<file path="src/rtl/byte_alu.sv">
module byte_alu #(
  parameter int W = 8
) (
  input  logic         clk,
  input  logic         rst_n,
  input  logic         in_valid,
  input  logic [4:0]   op,
  input  logic [W-1:0] a,
  input  logic [W-1:0] b,
  input  logic [5:0]   flags_in,
  output logic         out_valid,
  output logic [W-1:0] result,
  output logic [5:0]   flags_out,
  output logic         write_en
);
  localparam int M  = W - 1;
  localparam int HB = W / 2 - 1;
  localparam logic [4:0] OP_ADD = 5'd0,  OP_ADC = 5'd1,  OP_SUB = 5'd2,  OP_SBC = 5'd3;
  localparam logic [4:0] OP_CMP = 5'd4,  OP_CPC = 5'd5,  OP_INC = 5'd6,  OP_DEC = 5'd7;
  localparam logic [4:0] OP_AND = 5'd8,  OP_OR  = 5'd9,  OP_XOR = 5'd10, OP_COM = 5'd11;
  localparam logic [4:0] OP_NEG = 5'd12, OP_SWP = 5'd13, OP_LSR = 5'd14, OP_ROR = 5'd15;
  localparam logic [4:0] OP_ASR = 5'd16;

  logic         cin;
  logic [W:0]   sum_w, dif_w;
  logic [W-1:0] sa, sb, r;
  logic         c, z, n, v, h, upd, chain, we;

  assign cin   = flags_in[0];
  assign sa    = (op == OP_NEG) ? '0 : a;
  assign sb    = (op == OP_NEG) ? a : b;
  assign sum_w = {1'b0, a} + {1'b0, b} + {{W{1'b0}}, (op == OP_ADC) & cin};
  assign dif_w = {1'b0, sa} - {1'b0, sb}
               - {{W{1'b0}}, ((op == OP_SBC) || (op == OP_CPC)) & cin};

  always_comb begin
    r     = a;
    c     = flags_in[0];
    z     = flags_in[1];
    n     = flags_in[2];
    v     = flags_in[3];
    h     = flags_in[5];
    upd   = 1'b1;
    chain = 1'b0;
    we    = 1'b1;
    case (op)
      OP_ADD, OP_ADC: begin
        r = sum_w[M:0];
        c = sum_w[W];
        h = (a[HB] & b[HB]) | (b[HB] & ~r[HB]) | (~r[HB] & a[HB]);
        v = (a[M] & b[M] & ~r[M]) | (~a[M] & ~b[M] & r[M]);
      end
      OP_SUB, OP_SBC, OP_CMP, OP_CPC, OP_NEG: begin
        r     = dif_w[M:0];
        c     = dif_w[W];
        h     = (~sa[HB] & sb[HB]) | (sb[HB] & r[HB]) | (r[HB] & ~sa[HB]);
        v     = (sa[M] & ~sb[M] & ~r[M]) | (~sa[M] & sb[M] & r[M]);
        chain = (op == OP_SBC) || (op == OP_CPC);
        we    = (op != OP_CMP) && (op != OP_CPC);
      end
      OP_INC: begin
        r = a + 1'b1;
        v = ~a[M] & r[M];
      end
      OP_DEC: begin
        r = a - 1'b1;
        v = a[M] & ~r[M];
      end
      OP_AND: begin r = a & b; v = 1'b0; end
      OP_OR:  begin r = a | b; v = 1'b0; end
      OP_XOR: begin r = a ^ b; v = 1'b0; end
      OP_COM: begin r = ~a; v = 1'b0; c = 1'b1; end
      OP_SWP: begin r = {a[HB:0], a[M:HB+1]}; upd = 1'b0; end
      OP_LSR, OP_ROR, OP_ASR: begin
        r[M-1:0] = a[M:1];
        r[M]     = (op == OP_ROR) ? cin : (op == OP_ASR) ? a[M] : 1'b0;
        c        = a[0];
        v        = r[M] ^ a[0];
      end
      default: begin upd = 1'b0; we = 1'b0; end
    endcase
    if (upd) begin
      n = r[M];
      z = (r == '0) & (~chain | flags_in[1]);
    end
  end

  always_ff @(posedge clk or negedge rst_n) begin
    if (!rst_n) begin
      out_valid <= 1'b0;
      result    <= '0;
      flags_out <= '0;
      write_en  <= 1'b0;
    end else begin
      out_valid <= in_valid;
      write_en  <= in_valid & we;
      if (in_valid) begin
        result    <= r;
        flags_out <= upd ? {h, n ^ v, v, n, z, c} : flags_in;
      end
    end
  end
endmodule


</file>
<file path="config.mk">
export PLATFORM = sky130hd
export DESIGN_NAME = byte_alu
export DESIGN_NICKNAME = d
export VERILOG_FILES = /design/src/rtl/byte_alu.sv
export SDC_FILE = /design/constraint.sdc
export NUM_CORES = 1
export LEC_CHECK = 0
export BUFFER_PORTS_ARGS = -buffer_cell sky130_fd_sc_hd__buf_2
export CORE_ASPECT_RATIO = 1.4
export CORE_UTILIZATION = 59
export CTS_CLUSTER_SIZE = 12
export DETAILED_ROUTE_END_ITERATION = 16
export HOLD_SLACK_MARGIN = 0.15
export PLACE_DENSITY = 0.91
export SYNTH_ARGS = -nofsm -noshare
export SYNTH_HDL_FRONTEND = slang
export SYNTH_SLANG_ARGS = --single-unit
export TNS_END_PERCENT = 10
</file>
<file path="constraint.sdc">
create_clock -name clk -period 1 [get_ports clk]
set_input_delay 0.05 -clock clk [delete_from_list [all_inputs] [get_ports clk]]
set_output_delay 0.05 -clock clk [all_outputs]
set_load 0.01 [all_outputs]
</file>
==> results of run 1 <==
repair_timing:
| action | CTS |
|---|---|
| endpoints found under the hold margin | 19 |
| setup buffers | 7 |
| cloned | 0 |
| hold buffers | 4 |
| endpoints found under the setup margin | 14 |
| pin swaps | 23 |
| resized for setup | 41 |
routing by layer:
metal / GRT overflow / global-route usage, %
met1: 0 / 75.1
met2: 12 / 91.8
met3: 0 / 65.0
met4: 15 / 72.9
met5: 0 / 24.2
Yosys cell counts (all sizes together), types with 7 or more instances:
library cell  instances
ha                   34
nand3                12
clkbuf               21
dfrtp                16
nor2                 27
buf                   7
nor3                  9
inv                  35
xnor2                 9
o21ai                23
a21oi                24
nand2                42
mux2                 10
cells by family after synthesis:
family,count (synthesis),share of synthesized area (%)
AO/OA/AOI/OAI,113,28.2
XOR/XNOR,13,3.96
buffers and inverters,63,8.75
adder cells (fa/ha/maj),39,18.3
AND/OR/NAND/NOR,130,22.2
flip-flops,16,13.9
multiplexers,12,4.62
through the flow:
step	setup slack [ns]	setup TNS [ns]	instance area [sq um]	instances
2_1_floorplan	-2.24	-23.50	3030	386
3_3_place_gp	-2.52	-27.55	4020	580
3_5_place_dp	-2.86	-30.35	4020	580
4_1_cts	-2.29	-24.01	4330	594
==> results_dict.tcl, run 1 <==
set metrics [dict create \
    synth-main-ff-cell "dfrtp_1" \
    syn_avg_cell_area_sq_um 7.44 \
    yosys.area.top_type "ha_1" \
    io_pins 46 \
    yosysWarnings 0 \
    failed_stage "global routing (5_1_grt)" \
    die_w_um 61.0 \
    async_reset_ff_share_pct 100 \
    post-dp-hpwl_mm 9.06 \
    grt_use_total_pct 76.5 \
    synth_cell_types 66 \
    gr-total-overflow 27 \
    error_line "[ERROR GRT-0116] Global routing finished with congestion. Check the congestion regions in the DRC Viewer." \
    synth_nets 455 \
    cts.sinks 16 \
    cts_buffers 3 \
    num_rows 29 \
    fp.dieH_um 84.6 \
    io_buffers 45 \
    outcome "stopped before the end" \
    clock_path_buffers 2 \
    seq_area_frac_synth_pct 13.9 \
    h-tree-depth 1 \
    clockRootBuffer "clkbuf_8" \
    synthTopCellsByArea "ha_1 15%, dfrtp_1 14%, nand2_1 5.5%" \
    grt_max_degree 25 \
    synthCells 386 \
    grt_pass1_vias 5154 \
    grt_pass1_wl_mm 28.9 \
    yosysTopAreaCellShare_pct 14.8 \
    initial_core_util_pct 62.3 \
    synth_edf_count 0 \
    gp_congestion 1.11 \
    synth-seq-cells 16 \
    synth.cell_area_sq_um 2870 \
]
==> run 2: changes to the inputs <==
Settings changed: CORE_ASPECT_RATIO 1.4 to unset, CORE_UTILIZATION 59 to 40, CTS_CLUSTER_SIZE 12 to unset, HOLD_SLACK_MARGIN 0.15 to unset, PLACE_DENSITY 0.91 to unset, PLACE_DENSITY_LB_ADDON set to 0.15.
==> run 2 against run 1 <==
  * The flow now finishes, with violations (setup timing)
  * Synthesized cell count did not move
  * Area after synthesis stayed put
==> results_dict.tcl, run 2 <==
set metrics [dict create \
    outcome "complete, but fails checks" \
    drc 0 \
    synthCells 386 \
    h-tree-depth 1 \
    relSlewSlack_pct 74.8 \
    synthTopCellsByArea "ha_1 15%, dfrtp_1 14%, nand2_1 5.5%" \
    crit_top_cell "fa_2" \
    postPlaceCellArea_sq_um 4080 \
    instances_no_fill 629 \
    fmax_ghz 0.306 \
    gr-total-overflow 0 \
    synth_edf_count 0 \
    gp_congestion 0.934 \
    final_common_cell "buf_4" \
    cts.sinks 16 \
    worst_slew_pin_slew_ns 0.375 \
    clkTransAtPathRegs_ns 0.06 \
    pwr-share-clk_pct 15.0 \
    violations "setup timing" \
    slowest_delay_ns 0.54 \
    grt_max_degree 25 \
    final_cell_mix "121 x buf_4, 43 x buf_2, 41 x nand2_1" \
    diodes 0 \
    leakage_nw 2.10 \
    wl_mm 10.7 \
    finalCritPeriodShare_pct 326 \
    rrSetupSlack_ns 0.24 \
    p_per_area_nw_per_um2 830 \
    initial_core_util_pct 41.8 \
    crit_path_start_kind "input pin" \
    fill_cells 632 \
    num_rows 30 \
    power_frac_comb_pct 63.4 \
    cts_buffers 3 \
    regMostFlops "result" \
    antenna_left 0 \
    drtPass1Iterations 5 \
    final_util_pct 64.0 \
    cp_top_family "simple AND/OR/NAND/NOR gates" \
    syn_avg_cell_area_sq_um 7.44 \
    antenna_found_initial 0 \
    nNetsFinal 603 \
    p_sw_mw 1.38 \
    path_cells "buf_8 -> buf_4 -> buf_6 -> nor4_4 -> nand3_2 -> fa_2 -> fa_2 -> o22a_1 -> o2111ai_2 -> a2111oi_4 -> o311ai_1 -> or4_1 -> or3_1 -> o31ai_2" \
    rsz0062_at_grt "true" \
    fin_skew_ns 0 \
    synth.cell_area_sq_um 2870 \
    p_sw_share_pct 37.9 \
    die_area_sq_um 7520 \
    worstPathRequired_ns 1.16 \
    grt_pass1_vias 3239 \
    worstHoldPathType "input pin to flip-flop" \
    maxCapViolCount 0 \
    critPathSlowestCell "fa_2" \
    fp.dieH_um 86.7 \
    clkLatencyLatePin_ns 0.24 \
    register_area_sq_um 400 \
    crit_buf_inv 3 \
    setup_ws_ns -2.26 \
    worstPathMaxFanout 4 \
    die_w_um 86.7 \
    post-dp-hpwl_mm 8.64 \
    maxSlewViolCount 0 \
    yosysMostFrequentCell "nand2_1" \
    async_reset_ff_share_pct 100 \
    drive_gt1_share_pct 43.0 \
    min_period_ns 3.26 \
    path_class "input pin to flip-flop" \
    vias_per_cell 5.44 \
    synth-main-ff-cell "dfrtp_1" \
    yosysTopAreaCellShare_pct 14.8 \
    areaGrowthSynthToFinish_pct 53.0 \
    finalSetupViolCount 14 \
    synth_common_cells "42 x nand2_1, 35 x inv_1, 34 x ha_1" \
    fin_area_sq_um 4400 \
    p_int_mw 2.26 \
    reg_top3 "result (8), flags_out (6)" \
    seqPwrFrac_pct 21.6 \
    vias 3423 \
    grt_pass1_wl_mm 16.9 \
    multi_input_area_sq_um 2500 \
    wl_per_cell_um 17.1 \
    hold_viol_final 0 \
    synth_nets 455 \
    seq_area_frac_synth_pct 13.9 \
    io_buffers 45 \
    cts_tree "built" \
    yosysWarnings 0 \
    synth-seq-cells 16 \
    core_sq_um 6870 \
    dp_cells 617 \
    dr.first_iter.drc_count 196 \
    worstPathArrival_ns 3.42 \
    ir_drop_v 0.000516 \
    worstSetupEndpointType "flip-flop" \
    grt_use_total_pct 29.5 \
    dp_slack_ns -2.87 \
    io_pins 46 \
    clock_path_buffers 2 \
    largest_reg_flops 8 \
    yosys.area.top_type "ha_1" \
    clockRootBuffer "clkbuf_8" \
    synth_cell_types 66 \
]
## run 2: per-stage QoR
stage	setup TNS [ns]	hold slack, ns	power, mW
global placement	-30.38	-0.0304	2.80
finish	-25.18	0.0776	3.65
CTS	-25.34	0.0748	3.51
floorplan	-23.50	-0.246	1.90
global route	-27.37	0.109	3.90
detailed placement	-30.89	-0.0274	2.82
## run 2: routing by layer
metal | up-vias | GRT usage (%) | part of all wire, %
li1 | 1707 | - | -
met1 | 1562 | 39.1 | 44
met2 | 135 | 51.0 | 47
met3 | 19 | 2.48 | 6.3
met4 | 0 | 8.48 | 2.2
met5 | - | 0 | 0
## run 2: power by group through the flow
stage | registers, mW | clock network [mW] | logic [mW]
floorplan | 0.847 | 0 | 1.05
global placement | 0.794 | 0 | 2.00
detailed placement | 0.799 | 0 | 2.02
CTS | 0.787 | 0.564 | 2.16
global route | 0.795 | 0.582 | 2.53
finish | 0.786 | 0.548 | 2.31
## run 2: layout make-up
type	count	share of cell area (%)
flip-flops and latches	16	9.11
inverters	35	2.99
well taps	96	2.73
repair buffers	170	27.1
multi-input cells	308	56.8
clock buffers	4	1.25
## run 2: worst paths after layout
path / start / to / depth (start not counted)
worst max register to register: result[5] / result[5] / 1
worst min register to register: flags_out[1] / flags_out[1] / 2
worst min-delay path: flags_in[3] / flags_out[3] / 3
min in group asynchronous: rst_n / write_en / 2
worst max-delay path: op[1] / flags_out[1] / 14
max in group asynchronous: rst_n / result[3] / 2
## run 2: what timing repair did
item	4_1_cts	5_1_grt
hold buffers	1	0
buffers inserted	4	3
hold endpoints to repair	16	0
setup endpoints to repair	14	14
cloned	1	0
pin swaps	21	19
gates resized for setup	28	24
## run 2: logic make-up after synthesis
group / share of synthesized area [%]
AO/OA/AOI/OAI: 28.2
adder cells (fa/ha/maj): 18.3
AND/OR/NAND/NOR: 22.2
multiplexers: 4.62
flip-flops: 13.9
XOR/XNOR: 3.96
buffers and inverters: 8.75
(Power assumes the default switching activity.)
